<file path="src/rtl/tjs_pkg.sv">
package tjs_pkg;

    typedef enum logic [2:0] {
        ST_IDLE = 3'd0,
        ST_REQ  = 3'd1,
        ST_WAIT = 3'd2,
        ST_DONE = 3'd3,
        ST_TRAP = 3'd4
    } tjs_state_e;

    localparam int CAUSE_W = 5;

    localparam logic [CAUSE_W-1:0] CAUSE_FETCH_ACCESS = 5'd1;
    localparam logic [CAUSE_W-1:0] CAUSE_ILLEGAL      = 5'd2;
    localparam logic [CAUSE_W-1:0] CAUSE_FETCH_PAGE   = 5'd12;
    localparam logic [CAUSE_W-1:0] CAUSE_VIRTUAL      = 5'd22;

    localparam logic [4:0] RA_REG = 5'd1;

endpackage

</file>
<file path="src/rtl/tjs_addr_gen.sv">
// Entry address: aligned base plus index scaled by the entry size.
module tjs_addr_gen #(
    parameter int AW       = 64,
    parameter int IW       = 8,
    parameter int ALIGN_LG = 6
) (
    input  logic [AW-1:0] base_i,
    input  logic [IW-1:0] idx_i,
    input  logic          x64_i,
    output logic [AW-1:0] addr_o
);
    localparam logic [AW-1:0] ALIGN_MASK = ~AW'((64'd1 << ALIGN_LG) - 64'd1);

    logic [AW-1:0] base_al;
    logic [AW-1:0] offs;
    logic [AW-1:0] sum;

    always_comb begin
        base_al = base_i & ALIGN_MASK;
        offs    = x64_i ? (AW'(idx_i) << 3) : (AW'(idx_i) << 2);
        sum     = base_al + offs;
        addr_o  = x64_i ? sum : AW'(sum[31:0]);
    end
endmodule

</file>
<file path="src/rtl/tjs_fsm.sv">
module tjs_fsm
    import tjs_pkg::*;
(
    input  logic       clk,
    input  logic       rst_n,
    input  logic       start_i,
    input  logic       legal_i,
    input  logic       req_ready_i,
    input  logic       rsp_valid_i,
    input  logic       rsp_fault_i,
    output tjs_state_e state_o,
    output logic       accept_o,
    output logic       take_rsp_o,
    output logic       busy_o,
    output logic       req_valid_o,
    output logic       done_o,
    output logic       trap_o
);
    tjs_state_e state_q, state_d;

    always_ff @(posedge clk or negedge rst_n) begin
        if (!rst_n) state_q <= ST_IDLE;
        else        state_q <= state_d;
    end

    always_comb begin
        state_d = state_q;
        unique case (state_q)
            ST_IDLE: if (start_i)     state_d = legal_i ? ST_REQ : ST_TRAP;
            ST_REQ:  if (req_ready_i) state_d = ST_WAIT;
            ST_WAIT: if (rsp_valid_i) state_d = rsp_fault_i ? ST_TRAP : ST_DONE;
            ST_DONE:                  state_d = ST_IDLE;
            ST_TRAP:                  state_d = ST_IDLE;
            default:                  state_d = ST_IDLE;
        endcase
    end

    always_comb begin
        accept_o    = 1'b0;
        take_rsp_o  = 1'b0;
        busy_o      = 1'b1;
        req_valid_o = 1'b0;
        done_o      = 1'b0;
        trap_o      = 1'b0;
        unique case (state_q)
            ST_IDLE: begin busy_o = 1'b0; accept_o = start_i; end
            ST_REQ:  req_valid_o = 1'b1;
            ST_WAIT: take_rsp_o = rsp_valid_i;
            ST_DONE: done_o = 1'b1;
            ST_TRAP: trap_o = 1'b1;
            default: busy_o = 1'b0;
        endcase
    end

    assign state_o = state_q;
endmodule

</file>
<file path="src/rtl/tjs_capture.sv">
// Holds the accepted instruction and the response-derived results.
module tjs_capture
    import tjs_pkg::*;
#(
    parameter int AW       = 64,
    parameter int IW       = 8,
    parameter int LINK_IDX = 32
) (
    input  logic               clk,
    input  logic               rst_n,
    input  logic               accept_i,
    input  logic               take_rsp_i,
    input  logic [IW-1:0]      idx_i,
    input  logic [AW-1:0]      pc_i,
    input  logic               x64_i,
    input  logic               allow_i,
    input  logic               virt_i,
    input  logic [AW-1:0]      addr_i,
    input  logic [AW-1:0]      rsp_data_i,
    input  logic               rsp_fault_i,
    input  logic               rsp_pgfault_i,
    output logic [AW-1:0]      addr_o,
    output logic [AW-1:0]      target_o,
    output logic [AW-1:0]      link_o,
    output logic               is_link_o,
    output logic [CAUSE_W-1:0] cause_o,
    output logic [AW-1:0]      tval_o,
    output logic [AW-1:0]      epc_o
);
    logic               x64_q;
    logic [AW-1:0]      link_full;
    logic [AW-1:0]      entry;
    logic [CAUSE_W-1:0] deny_cause;

    always_comb begin
        link_full  = pc_i + AW'(2);
        entry      = x64_q ? rsp_data_i : AW'(rsp_data_i[31:0]);
        deny_cause = (!allow_i && virt_i) ? CAUSE_VIRTUAL : CAUSE_ILLEGAL;
    end

    always_ff @(posedge clk or negedge rst_n) begin
        if (!rst_n) begin
            x64_q     <= 1'b0;
            addr_o    <= '0;
            target_o  <= '0;
            link_o    <= '0;
            is_link_o <= 1'b0;
            cause_o   <= '0;
            tval_o    <= '0;
            epc_o     <= '0;
        end else if (accept_i) begin
            x64_q     <= x64_i;
            addr_o    <= addr_i;
            link_o    <= x64_i ? link_full : AW'(link_full[31:0]);
            is_link_o <= (idx_i >= IW'(LINK_IDX));
            cause_o   <= deny_cause;
            tval_o    <= '0;
            epc_o     <= pc_i;
        end else if (take_rsp_i) begin
            if (rsp_fault_i) begin
                cause_o <= rsp_pgfault_i ? CAUSE_FETCH_PAGE : CAUSE_FETCH_ACCESS;
                tval_o  <= addr_o;
            end else begin
                target_o <= {entry[AW-1:1], 1'b0};
            end
        end
    end
endmodule

</file>
<file path="src/rtl/tbl_jump_seq.sv">
module tbl_jump_seq
    import tjs_pkg::*;
#(
    parameter int AW       = 64,
    parameter int IW       = 8,
    parameter int MODE_W   = 6,
    parameter int LINK_IDX = 32,
    parameter int ALIGN_LG = 6,
    parameter bit RV64_EN  = 1'b1
) (
    input  logic               clk,
    input  logic               rst_n,
    input  logic               start_i,
    input  logic [IW-1:0]      index_i,
    input  logic [AW-1:0]      pc_i,
    input  logic [AW-1:0]      base_i,
    input  logic [MODE_W-1:0]  mode_i,
    input  logic               xlen64_i,
    input  logic               allow_i,
    input  logic               virt_i,
    output logic               busy_o,
    output logic               mreq_valid_o,
    input  logic               mreq_ready_i,
    output logic [AW-1:0]      mreq_addr_o,
    input  logic               mrsp_valid_i,
    input  logic [AW-1:0]      mrsp_data_i,
    input  logic               mrsp_fault_i,
    input  logic               mrsp_pgfault_i,
    output logic               redir_valid_o,
    output logic [AW-1:0]      redir_pc_o,
    output logic               link_we_o,
    output logic [4:0]         link_rd_o,
    output logic [AW-1:0]      link_data_o,
    output logic               ras_push_o,
    output logic               trap_valid_o,
    output logic [CAUSE_W-1:0] trap_cause_o,
    output logic [AW-1:0]      trap_epc_o,
    output logic [AW-1:0]      trap_tval_o
);
    logic          x64_eff;
    logic          legal;
    logic [AW-1:0] addr_calc;
    tjs_state_e    state;
    logic          accept, take_rsp, done, trap, is_link;

    generate
        if (RV64_EN) begin : g_rv64
            assign x64_eff = xlen64_i;
        end else begin : g_rv32
            logic unused_x64;
            assign unused_x64 = xlen64_i;
            assign x64_eff    = 1'b0;
        end
    endgenerate

    assign legal = allow_i && (mode_i == '0);

    tjs_addr_gen #(.AW(AW), .IW(IW), .ALIGN_LG(ALIGN_LG)) addr_i (
        .base_i (base_i),
        .idx_i  (index_i),
        .x64_i  (x64_eff),
        .addr_o (addr_calc)
    );

    tjs_fsm fsm_i (
        .clk         (clk),
        .rst_n       (rst_n),
        .start_i     (start_i),
        .legal_i     (legal),
        .req_ready_i (mreq_ready_i),
        .rsp_valid_i (mrsp_valid_i),
        .rsp_fault_i (mrsp_fault_i),
        .state_o     (state),
        .accept_o    (accept),
        .take_rsp_o  (take_rsp),
        .busy_o      (busy_o),
        .req_valid_o (mreq_valid_o),
        .done_o      (done),
        .trap_o      (trap)
    );

    tjs_capture #(.AW(AW), .IW(IW), .LINK_IDX(LINK_IDX)) cap_i (
        .clk           (clk),
        .rst_n         (rst_n),
        .accept_i      (accept),
        .take_rsp_i    (take_rsp),
        .idx_i         (index_i),
        .pc_i          (pc_i),
        .x64_i         (x64_eff),
        .allow_i       (allow_i),
        .virt_i        (virt_i),
        .addr_i        (addr_calc),
        .rsp_data_i    (mrsp_data_i),
        .rsp_fault_i   (mrsp_fault_i),
        .rsp_pgfault_i (mrsp_pgfault_i),
        .addr_o        (mreq_addr_o),
        .target_o      (redir_pc_o),
        .link_o        (link_data_o),
        .is_link_o     (is_link),
        .cause_o       (trap_cause_o),
        .tval_o        (trap_tval_o),
        .epc_o         (trap_epc_o)
    );

    logic unused_state;
    assign unused_state = ^state;

    always_comb begin
        redir_valid_o = done;
        link_we_o     = done && is_link;
        ras_push_o    = done && is_link;
        trap_valid_o  = trap;
        link_rd_o     = RA_REG;
    end
endmodule

</file>
<file path="config.mk">
export PLATFORM = sky130hd
export DESIGN_NAME = tbl_jump_seq
export DESIGN_NICKNAME = d
export VERILOG_FILES = /design/src/rtl/tjs_pkg.sv /design/src/rtl/tjs_addr_gen.sv /design/src/rtl/tjs_fsm.sv /design/src/rtl/tjs_capture.sv /design/src/rtl/tbl_jump_seq.sv
export SDC_FILE = /design/constraint.sdc
export NUM_CORES = 1
export LEC_CHECK = 0
export ABC_AREA = 1
export BUFFER_PORTS_ARGS = -buffer_cell sky130_fd_sc_hd__buf_4
export CELL_PAD_IN_SITES_DETAIL_PLACEMENT = 0
export CELL_PAD_IN_SITES_GLOBAL_PLACEMENT = 1
export CORE_MARGIN = 3
export CORE_UTILIZATION = 39
export CTS_CLUSTER_DIAMETER = 30
export DETAILED_ROUTE_END_ITERATION = 8
export PLACE_DENSITY = 0.95
export RECOVER_POWER = 25
export SLEW_MARGIN = 5
export SYNTH_ARGS = -nofsm -noshare
export SYNTH_HDL_FRONTEND = slang
export SYNTH_SLANG_ARGS = --single-unit
export TNS_END_PERCENT = 10
</file>
<file path="constraint.sdc">
create_clock -name clk -period 4.4 [get_ports clk]
set_input_delay 0.22 -clock clk [delete_from_list [all_inputs] [get_ports clk]]
set_output_delay 0.22 -clock clk [all_outputs]
set_load 0.005 [all_outputs]
</file>
Yosys cells after proc, flatten, opt, wreduce, memory -nomap -nowiden --
Index checks and enable logic that the tools add are counted.
Word-level totals: output and inout port bits 336, logic and storage cells 57, register bits 329, bits of input ports 216
Operators by class: add/sub/neg operators 2, equality and inequality tests 7, reductions and logical operators 12, bitwise operators 2, multiplexer cells 24, order comparisons 1
Operator list (count):
- two-way mux 64 bit | 6
- adder 64 x 11 -> 64 bit | 1
- adder 64 x 2 -> 64 bit, second input constant | 1
- two-way mux 5 bit | 4
- two-way mux 3 bit | 5
- two-way mux 11 bit | 1
- case mux 3 bit (3 select lines) | 1
- greater-or-equal comparator 8 x 6 -> 1 bit, second input constant | 1
- equality test 3 x 2 -> 1 bit, second input constant | 2
- logical NOT 6 bit | 1
- two-way mux 1 bit | 6
- != test 2 bit, second input constant | 3
- AND reduction 3 bit | 2
- two-way mux 4 bit | 1
- nonzero test 2 bit | 2
- OR reduction 4 bit | 1
- equality test 3 x 1 -> 1 bit, second input constant | 1
- equality test 3 bit, second input constant | 1
- logical AND 1 bit | 3
- logical NOT 3 bit | 1
- NOT 1 bit | 2
- AND reduction 2 bit | 1
- logical NOT 1 bit | 1

Depth between registers and ports, before layout --
Gate-level depths: netlist of the first run.
depth in word-level cells 5, gate-level depth with buffers 15, depth with buffers taken out 15

Hierarchy --
A second synthesis of the first run with hierarchy kept.
Second synthesis, totals: cells, all modules 2387, area, all modules 17161.5 um2
By module, submodules not included:
- tjs_capture | area each 14481.4 um2, seq. area each 8132.8 um2, times used 1, cells an instance 1820
- tjs_addr_gen | area each 2348.5 um2, seq. area each 0.0 um2, times used 1, cells an instance 514
- tjs_fsm | area each 239.0 um2, seq. area each 75.1 um2, times used 1, cells an instance 36
- tbl_jump_seq | area each 92.6 um2, seq. area each 0.0 um2, times used 1, cells an instance 17

Least setup slack after synthesis of the first run --
OpenSTA, ideal clock, no wires.
path kind input -> register, start point in xlen64_i, end point reg cap_i.addr_o[54], library setup time 0.117 ns, setup slack 2.523 ns, data required time 4.283 ns, buffers on the path 0, stages 14, arrival 1.760 ns, cells stage by stage inv_1 o21ai_0 ha_1 fa_1 nand2_1 nand3_1 nand3_1 nand2_1 nand2_1 nor2_1 nor2_1 nor2_1 nand2_1 nand2_1
Between the ends: longest elaborated chain between the ends 3
Ends and longest elaborated chain:
- start: declaration | line tbl_jump_seq.sv:18 | input logic xlen64_i,
- two-way mux 11 bit | line tjs_addr_gen.sv:20 | offs = x64_i ? (AW'(idx_i) << 3) : (AW'(idx_i) << 2);
- adder 64 x 11 -> 64 bit | line tjs_addr_gen.sv:21 | sum = base_al + offs;
- two-way mux 64 bit (*) | line tjs_addr_gen.sv:22 | addr_o = x64_i ? sum : AW'(sum[31:0]);
- end signal: assignment | line tjs_capture.sv:53 | addr_o <= addr_i;
- end: declaration | line tjs_capture.sv:22 | output logic [AW-1:0] addr_o,
Every way passes the cells marked *; elsewhere a longest branch is shown, timed or not. A chain may end at the register's enable or synchronous reset.

Worst setup path in the final report of the first run --
start point reg fsm_i.state_q[0], in the netlist fsm_i.state_o[0], end point reg cap_i.is_link_o
Between the ends: longest elaborated chain between the ends 2
Ends and longest elaborated chain:
- start: declaration | line tjs_fsm.sv:19 | tjs_state_e state_q, state_d;
- start signal: assignment | line tjs_fsm.sv:23 | else state_q <= state_d;
- logical NOT 3 bit | line tjs_fsm.sv:45 | unique case (state_q)
- two-way mux 1 bit | line tjs_fsm.sv:45
- end signal: assignment | line tjs_capture.sv:55 | is_link_o <= (idx_i >= IW'(LINK_IDX));
- end: declaration | line tjs_capture.sv:25 | output logic is_link_o,
Every way passes these cells.

==> results of run 1 <==
## flip-flops by register name (all words and copies together) (netlist names)
signal / flops
cap_i.target_o: 63
cap_i.epc_o: 63
cap_i.tval_o: 62
cap_i.addr_o: 62
fsm_i.state_o: 3
cap_i.x64_q: 1
cap_i.cause_o: 5
cap_i.link_o: 64
cap_i.is_link_o: 1
## area by class of cell
| cell class | count | area share |
|---|---|---|
| inverter | 153 | 0.0234 |
| clock inverter | 52 | 0.0291 |
| multi-input combinational | 1734 | 0.296 |
| sequential | 324 | 0.322 |
| timing repair buffer | 699 | 0.224 |
| tap | 539 | 0.0268 |
| clock buffer | 85 | 0.0784 |
| antenna | 4 | 0.000397 |
## what timing repair did
action | CTS | global route
setup buffers | 0 | 0
endpoints found under the hold margin | 268 | 0
hold buffers | 154 | 0
## metrics by stage
stage / utilization / setup WS, ps / instances / instance area, sq um
global placement: 0.499 / 1470 / 3295 / 21000
detailed placement: 0.499 / 1400 / 3295 / 21000
global route: 0.599 / 828 / 3590 / 25200
CTS: 0.600 / 1330 / 3586 / 25200
finish: 0.599 / 1330 / 3590 / 25200
floorplan: - / 2520 / 2295 / 16700
## final timing paths
check	start	to	slack (ps)	cells past startpoint
worst min register to register	cap_i.target_o[6]	cap_i.target_o[6]	470	2
max in group asynchronous	rst_n	cap_i.epc_o[32]	1380	3
worst max register to register	fsm_i.state_o[0]	cap_i.is_link_o	1330	8
worst min-delay path	base_i[32]	cap_i.addr_o[32]	30	4
worst max-delay path	fsm_i.state_o[0]	cap_i.is_link_o	1330	8
min in group asynchronous	rst_n	cap_i.tval_o[25]	190	2
## cells by family after synthesis
kind of cell	synth area share
AND/OR/NAND/NOR	0.361
XOR/XNOR	0.0116
AO/OA/AOI/OAI	0.0676
other	0.000451
flip-flops	0.487
buffers and inverters	0.0658
adder cells (fa/ha/maj)	0.00572
## cells in the final DEF, fill, tap and decap left out, types with 12 or more instances in the layout
| cell type | Yosys | final |
|---|---|---|
| a21oi_1 | 20 | 20 |
| buf_4 | 12 | 501 |
| bufinv_16 | 0 | 15 |
| clkbuf_16 | 0 | 75 |
| clkbuf_4 | 0 | 33 |
| clkinv_2 | 0 | 14 |
| dfrtp_1 | 324 | 324 |
| dlygate4sd3_1 | 0 | 154 |
| inv_1 | 148 | 148 |
| inv_6 | 1 | 12 |
| nand2_1 | 948 | 948 |
| nand3_1 | 146 | 146 |
| nand4_1 | 30 | 30 |
| nor2_1 | 309 | 309 |
| nor3_1 | 13 | 13 |
| o21ai_0 | 135 | 135 |
| o21ai_1 | 21 | 21 |
| xor2_1 | 13 | 13 |
## power by group through the flow
stage                     combinational, mW  clock (mW)  sequential, mW
after global placement                 4.10           0            4.83
final                                  4.27        5.94            4.88
after floorplan                        1.49           0            4.80
after CTS                              4.30        6.01            4.85
after detailed placement               4.16           0            4.86
after global routing                   4.70        6.17            4.99
## per-layer routing
metal	up-vias	wire [um]	share of wire	GRT usage
met4	0	4310	0.059	0.185
met1	8721	28100	0.39	0.363
met5	-	0	0	0
met2	814	34800	0.48	0.528
met3	226	5340	0.074	0.0723
li1	8650	-	-	-
## worst min-delay path: cells and delay by family
kind / cells / cell delay, ps
buffers and inverters: 1 / 120
and+or+nand+nor: 3 / 220
==> results.toml, run 1 <==
[outcome]
status = "complete, but fails checks"
violations = "max-capacitance violations, max-slew violations"

[pwr]
finalPower_mw = 15.1
p_clk_frac = 0.394
sw_frac_of_total = 0.317
power_frac_comb = 0.283
p_sw_mw = 4.79
vdd_drop_max_mv = 0.362
power_density_mw_per_mm2 = 599
power_frac_seq = 0.323
p_leak_nw = 12.8
internal_power_mw = 10.3

[clock_network]
numClockSinks = 324
cts_root_buf = "clkbuf_16"
clkLatencyLatePin_ps = 580
cts_tree = "built"
ctsResizeCount = 0
cts.reportedPaths.clkPinSlew_ps = 50
numCtsBuffers = 74
ctsHtreeMaxLevel = 3
clk_path_buf_depth = 3

[drt]
first_pass_iters = 5
num_vias = 18400
drc = 0
postRouteAntennaNets = 0
via_per_inst = 5.13
drt_wl_total_mm = 72.5
drt_iter0_markers = 1981
wl_per_cell_um = 20.2

[synthesis]
synth_warnings = 0
syn_area_per_cell_sq_um = 7.27
synthFlopType = "dfrtp_1"
synth_largest_area_cell = "dfrtp_1"
synth_edf_count = 0
syn_area_sq_mm = 0.0166
ys_seq_area_frac = 0.487
yosysMostFrequentCell = "nand2_1"
yosysUniqueCellTypes = 42
synth_cells = 2287
async_reset_ff_frac = 1.00
synth_top_area_frac = 0.487
synth_area_leaders = "dfrtp_1, nand2_1, nor2_1"
synth-seq-cells = 324
yosys-top-cells-count = "nand2_1, dfrtp_1, nor2_1"

[setup_path]
path_class = "flip-flop to flip-flop"
slowest_delay_ps = 620
start_kind = "flip-flop"
path_cells = "or2_1, nor3_4, buf_4, inv_8, buf_4, nor4_1, dlygate4sd3_1, a21oi_1"
critPathMaxFanout = 135
cp_top_family = "buffers and inverters"
end_kind = "flip-flop"
critPathRequiredTime_ps = 4820
crit_top_cell = "buf_4"
worst-path-buf-inv = 4
crit_arrival_ps = 3490
cp_slowest_cell = "dlygate4sd3_1"

[die]
chipHeight_um = 213
num_rows = 75
fp.coreArea_sq_mm = 0.0420
die_w_um = 213
die-area_sq_mm = 0.0452
start_util = 0.396
io_pins = 552

[global_route]
grt-ovfl-total = 0
antenna_found_initial = 4
grt_start_max_net_pins = 136
track_usage = 0.312
grt_pass1_wl_mm = 108
grt_pass1_vias = 18400

[final_layout]
ff_latch_area_sq_mm = 0.00811
num-nets-final = 3209
multi_input_area_sq_mm = 0.00746
area_growth_syn_to_layout_pct = 51.4
nFillCells = 3660
drive_gt1_frac = 0.229

[timing]
slew_violations = 137
timing.slew.headroom = -0.653
skew_ps = 22.0
hold_viol_final = 0
max_freq_mhz = 325
setup_tns_ps = 0
period_share = 0.699
tightest_slew_ps = 2480
period_minus_slack_ps = 3070
holdWs_ps = 25.2
rsz0062_at_grt = "no"
setup_viol = 0

[place]
place_congestion = 0.961
hpwl_mm = 53.4
port_buffers = 534

[worst_hold_path]
holdCritPathClass = "primary input to flip-flop"

[run]
cap_violations = 2
No activity file was read; power rests on OpenSTA's default activity.
==> inputs of run 2 (changes only) <==
ABC_AREA = 0   (was 1)
CORE_AREA = 3 3 213 215   (was not set)
CORE_MARGIN = not set   (was 3)
CORE_UTILIZATION = not set   (was 39)
DIE_AREA = 0 0 216 218   (was not set)
PLACE_DENSITY = 0.84   (was 0.95)
clock period = 3.1 ns   (was 4.4 ns; I/O delays follow)
==> results.toml, run 2 <==
[outcome]
status = "complete, but fails checks"
violations = "negative setup slack"

[setup_path]
crit_arrival_ps = 3560
critPathRequiredTime_ps = 3540
path_class = "primary input to flip-flop"
crit_top_cell = "dlygate4sd3_1"
critPathMaxFanout = 7
path_cells = "dlygate4sd3_1, buf_4, mux2_2, ha_1, fa_1, a21o_1, a211o_4, nand3_1, nor4_1, xnor2_1, dlygate4sd3_1, o21ai_0"
cp_slowest_cell = "dlygate4sd3_1"
end_kind = "flip-flop"
slowest_delay_ps = 560
start_kind = "primary input"

[final_layout]
most-common-layout-cells = "buf_4, nand2_1, dfrtp_1"
largest_register_ffs = 64
multi_input_area_sq_mm = 0.00621
finalInstanceArea_sq_mm = 0.0244
ff_latch_area_sq_mm = 0.00811
area_growth_syn_to_layout_pct = 65.1
num-nets-final = 2609
nFillCells = 3812
n_antenna_cell = 0
largestRegisters = "cap_i.link_o: 64 flops, cap_i.epc_o: 63 flops, cap_i.target_o: 63 flops"
regMostFlops = "cap_i.link_o"
final_common_cell = "buf_4"
drive_gt1_frac = 0.307

[synthesis]
yosysMostFrequentCell = "nand2_1"
syn_area_sq_mm = 0.0148
yosys-top-cells-count = "nand2_1, dfrtp_1, o21ai_0"
syn_area_per_cell_sq_um = 9.16
synth_edf_count = 0
synth_top_area_frac = 0.549
synthFlopType = "dfrtp_1"
ys_seq_area_frac = 0.549
yosysUniqueCellTypes = 49
synth_cells = 1611
synth_area_leaders = "dfrtp_1, nand2_1, xnor2_1"
synth_largest_area_cell = "dfrtp_1"
async_reset_ff_frac = 1.00
synth-seq-cells = 324
synth_warnings = 0

[place]
hpwl_mm = 38.5
dp_worst_setup_slack_ps = 186
place_area_sq_mm = 0.0194
place_congestion = 0.888
port_buffers = 534

[clock_network]
numCtsBuffers = 85
cts.reportedPaths.clkPinSlew_ps = 40
cts_tree = "built"
cts_root_buf = "clkbuf_16"
clk_path_buf_depth = 3
clkLatencyLatePin_ps = 590
numClockSinks = 324
ctsHtreeMaxLevel = 3

[pwr]
sw_frac_of_total = 0.256
p_leak_nw = 11.7
p_clk_frac = 0.551
p_sw_mw = 3.91
internal_power_mw = 11.4
vdd_drop_max_mv = 0.477
power_density_mw_per_mm2 = 627
power_frac_comb = 0.130
power_frac_seq = 0.320

[timing]
slew_violations = 0
timing.slew.headroom = 0.0271
setup_viol = 1
setup_slack_ps = -23.2
skew_ps = 14.8
period_share = 1.01
max_freq_mhz = 320
hold_viol_final = 0
rsz0062_at_grt = "yes"
tightest_slew_ps = 1460
period_minus_slack_ps = 3120

[drt]
num_vias = 14800
drt_wl_total_mm = 56.4
via_per_inst = 4.86
drc = 0
first_pass_iters = 5
postRouteAntennaNets = 0
wl_per_cell_um = 18.5
drt_iter0_markers = 873

[worst_hold_path]
holdCritPathClass = "primary input to flip-flop"

[die]
start_util = 0.336
fp.coreArea_sq_mm = 0.0439
io_pins = 552
die-area_sq_mm = 0.0471
num_rows = 77
chipHeight_um = 218
die_w_um = 216

[global_route]
grt-ovfl-total = 0
grt_pass1_vias = 15500
antenna_found_initial = 1
grt_pass1_wl_mm = 88.2
grt_start_max_net_pins = 119
track_usage = 0.236

[run]
cap_violations = 0
[run 2: cell families (layout without fill, tap and decap cells)]
| family | Yosys count | count (layout) | synth area share |
|---|---|---|---|
| simple gates | 766 | 766 | 0.228 |
| flops | 324 | 324 | 0.549 |
| compound gates | 240 | 240 | 0.0842 |
| xor+xnor | 117 | 117 | 0.0694 |
| buf+inv | 116 | 948 | 0.0327 |
| mux | 39 | 39 | 0.0295 |
| fa+ha+maj | 7 | 7 | 0.00644 |
| other cells | 2 | 10 | 0.000509 |
[run 2: power groups by stage]
stage / clock [mW] / combinational (mW) / sequential (mW)
2_1_floorplan: 0 / 0.556 / 4.89
3_3_place_gp: 0 / 1.72 / 4.92
3_5_place_dp: 0 / 1.75 / 4.93
4_1_cts: 8.54 / 1.99 / 4.88
5_1_grt: 8.80 / 2.17 / 4.93
6_report: 8.41 / 1.98 / 4.89
[run 2: area by class of cell]
class                           instances  area share
Sequential cell                       324       0.333
Timing Repair Buffer                  776       0.264
Multi-Input combinational cell       1179       0.255
Clock buffer                          114       0.101
Tap cell                              592      0.0304
Clock inverter                         38      0.0140
Inverter                               20     0.00308
[run 2: timing repair]
action                                 4_1_cts  5_1_grt
hold buffers                               219        0
endpoints found under the hold margin      430        0
gates resized for setup                      0        1
setup buffers                                0        3
setup endpoints to repair                    0       10
[run 2: worst paths after layout]
check                      slack, ps  cells after the start              from               end
setup / recovery                 -20                     12        index_i[3]  cap_i.addr_o[58]
hold / removal                    50                      3          xlen64_i   cap_i.addr_o[2]
setup reg to reg                 840                      5  fsm_i.state_o[1]   cap_i.addr_o[2]
hold reg to reg                  470                      2    cap_i.epc_o[5]    cap_i.epc_o[5]
max in group asynchronous        560                      3             rst_n  cap_i.link_o[49]
min in group asynchronous        460                      2             rst_n  cap_i.tval_o[40]
[run 2: worst max-delay path, delay by kind of cell]
family / cells / cell delay, ps
AOI/OAI and AO/OA: 3 / 690
xor gates and xnor gates: 1 / 150
adders and majority gates: 2 / 640
buffers and inverters: 3 / 1240
muxes: 1 / 260
and+or+nand+nor: 2 / 430
[run 2: metrics by stage]
stage | instances | total power [mW] | util | hold slack [ps] | setup TNS [ps]
floorplan | 1619 | 5.44 | - | -141 | 0
global placement | 2669 | 6.64 | 0.442 | 125 | 0
detailed placement | 2669 | 6.68 | 0.442 | 126 | 0
CTS | 3040 | 15.4 | 0.555 | 12.5 | 0
global route | 3043 | 15.9 | 0.555 | 50.8 | -550
finish | 3043 | 15.3 | 0.555 | 51.0 | -23.2
[run 2: per-layer routing]
layer  routed length, um  up-vias  GRT usage
li1                    -     6877          -
met4                2370        2      0.117
met2               28300      560      0.404
met5                  19        -          0
met3                3930      146     0.0637
met1               21800     7203      0.274
==> inputs of run 3 (changes only) <==
CORE_AREA = 3 3 211 213   (was 3 3 213 215)
DIE_AREA = 0 0 214 216   (was 0 0 216 218)
PLACE_DENSITY = 0.86   (was 0.84)
clock period = 3.9 ns   (was 3.1 ns; I/O delays follow)
==> results.toml, run 3 (synthesis results as in run 2) <==
[outcome]
status = "completed"

[die]
die_w_um = 214
start_util = 0.344
num_rows = 76
io_pins = 552
fp.coreArea_sq_mm = 0.0429
chipHeight_um = 216
die-area_sq_mm = 0.0462

[global_route]
track_usage = 0.241
grt_pass1_vias = 15500
antenna_found_initial = 2
grt-ovfl-total = 0
grt_start_max_net_pins = 121
grt_pass1_wl_mm = 88.0

[setup_path]
end_kind = "flip-flop"
start_kind = "primary input"
critPathRequiredTime_ps = 4350
critPathMaxFanout = 5
crit_arrival_ps = 3510
crit_top_cell = "dlygate4sd3_1"
slowest_delay_ps = 560
path_cells = "dlygate4sd3_1, buf_4, mux2_2, ha_1, fa_1, a21o_1, a211o_1, and2_1, nand4_1, xor2_1, dlygate4sd3_1, o21ai_0"
cp_top_family = "buffers and inverters"
cp_slowest_cell = "dlygate4sd3_1"
worst-path-buf-inv = 3
path_class = "primary input to flip-flop"

[timing]
holdWs_ps = 52.4
rsz0062_at_grt = "no"
setup_tns_ps = 0
slew_violations = 0
hold_viol_final = 0
period_minus_slack_ps = 3060
skew_ps = 20.4
period_share = 0.785
max_freq_mhz = 327
setup_viol = 0
tightest_slew_ps = 1250
timing.slew.headroom = 0.164

[clock_network]
ctsHtreeMaxLevel = 3
numClockSinks = 324
ctsResizeCount = 0
cts_root_buf = "clkbuf_16"
clkLatencyLatePin_ps = 590
numCtsBuffers = 87
cts_tree = "built"
cts.reportedPaths.clkPinSlew_ps = 40
clk_path_buf_depth = 3

[place]
port_buffers = 534
place_congestion = 0.904
place_area_sq_mm = 0.0194
post-place-cells = 2665
hpwl_mm = 39.1

[final_layout]
num-nets-final = 2590
most-common-layout-cells = "nand2_1, buf_4, dfrtp_1"
finalInstanceArea_sq_mm = 0.0245
fin_cells = 3027
drive_gt1_frac = 0.307
regMostFlops = "cap_i.link_o"
area_growth_syn_to_layout_pct = 65.8
largest_register_ffs = 64
final_common_cell = "nand2_1"
largestRegisters = "cap_i.link_o: 64 flops, cap_i.epc_o: 63 flops, cap_i.target_o: 63 flops"

[run]
cap_violations = 0

[pwr]
finalPower_mw = 13.1
vdd_drop_max_mv = 0.393
power_density_mw_per_mm2 = 534
p_leak_nw = 11.6

[drt]
postRouteAntennaNets = 0
first_pass_iters = 5
drc = 0
via_per_inst = 4.87
wl_per_cell_um = 18.6
drt_wl_total_mm = 56.3
drt_iter0_markers = 976
num_vias = 14700

[worst_hold_path]
holdCritPathClass = "primary input to flip-flop"
## run 3: per-layer routing
| layer | track usage | up-vias | routed length, um |
|---|---|---|---|
| li1 | - | 6853 | - |
| met1 | 0.269 | 7114 | 21200 |
| met2 | 0.405 | 599 | 27400 |
| met3 | 0.0714 | 180 | 4420 |
| met4 | 0.150 | 0 | 3320 |
| met5 | 0 | - | 0 |
## run 3: worst paths after layout
path                                     to  slack [ps]             start  cells past startpoint
setup / recovery           cap_i.addr_o[28]         840        index_i[3]                     12
hold / removal              cap_i.addr_o[2]          50          xlen64_i                      3
setup reg to reg           cap_i.cause_o[4]        1170  fsm_i.state_o[1]                      6
hold reg to reg              cap_i.epc_o[4]         470    cap_i.epc_o[4]                      2
max in group asynchronous  cap_i.addr_o[38]        2270             rst_n                      3
min in group asynchronous  cap_i.tval_o[31]         320             rst_n                      2
## run 3: what timing repair did
item / 4_1_cts / 5_1_grt
hold endpoints to repair: 369 / 0
hold buffers: 198 / 0
setup buffers: 0 / 0
## run 3: through the flow
step            util  worst slack, ps
2_1_floorplan      -             1240
5_1_grt        0.571              747
3_5_place_dp   0.452             1030
6_report       0.571              839
4_1_cts        0.572              920
3_3_place_gp   0.452             1080
## run 3: cell type report
cell class,instances,area [sq um]
clock inverters,54,752
fillers,3581,18400
diodes,2,5.00
well taps,585,732
multi-input cells,1179,6210
repair buffers,755,6170
flip-flops and latches,324,8110
clock buffers,108,2420
inverters,20,75.1
## run 3: tightest hold or removal path, cell delays in order
cell      delay [ps]
buf_4            180
nand3b_1         160
nand2_1           60
## run 3: where the power goes
group	internal, mW	total (mW)	switching (mW)
Clock	5.44	7.63	2.19
Sequential	3.66	3.88	0.226
Combinational	0.799	1.56	0.766
Total	9.90	13.1	3.18
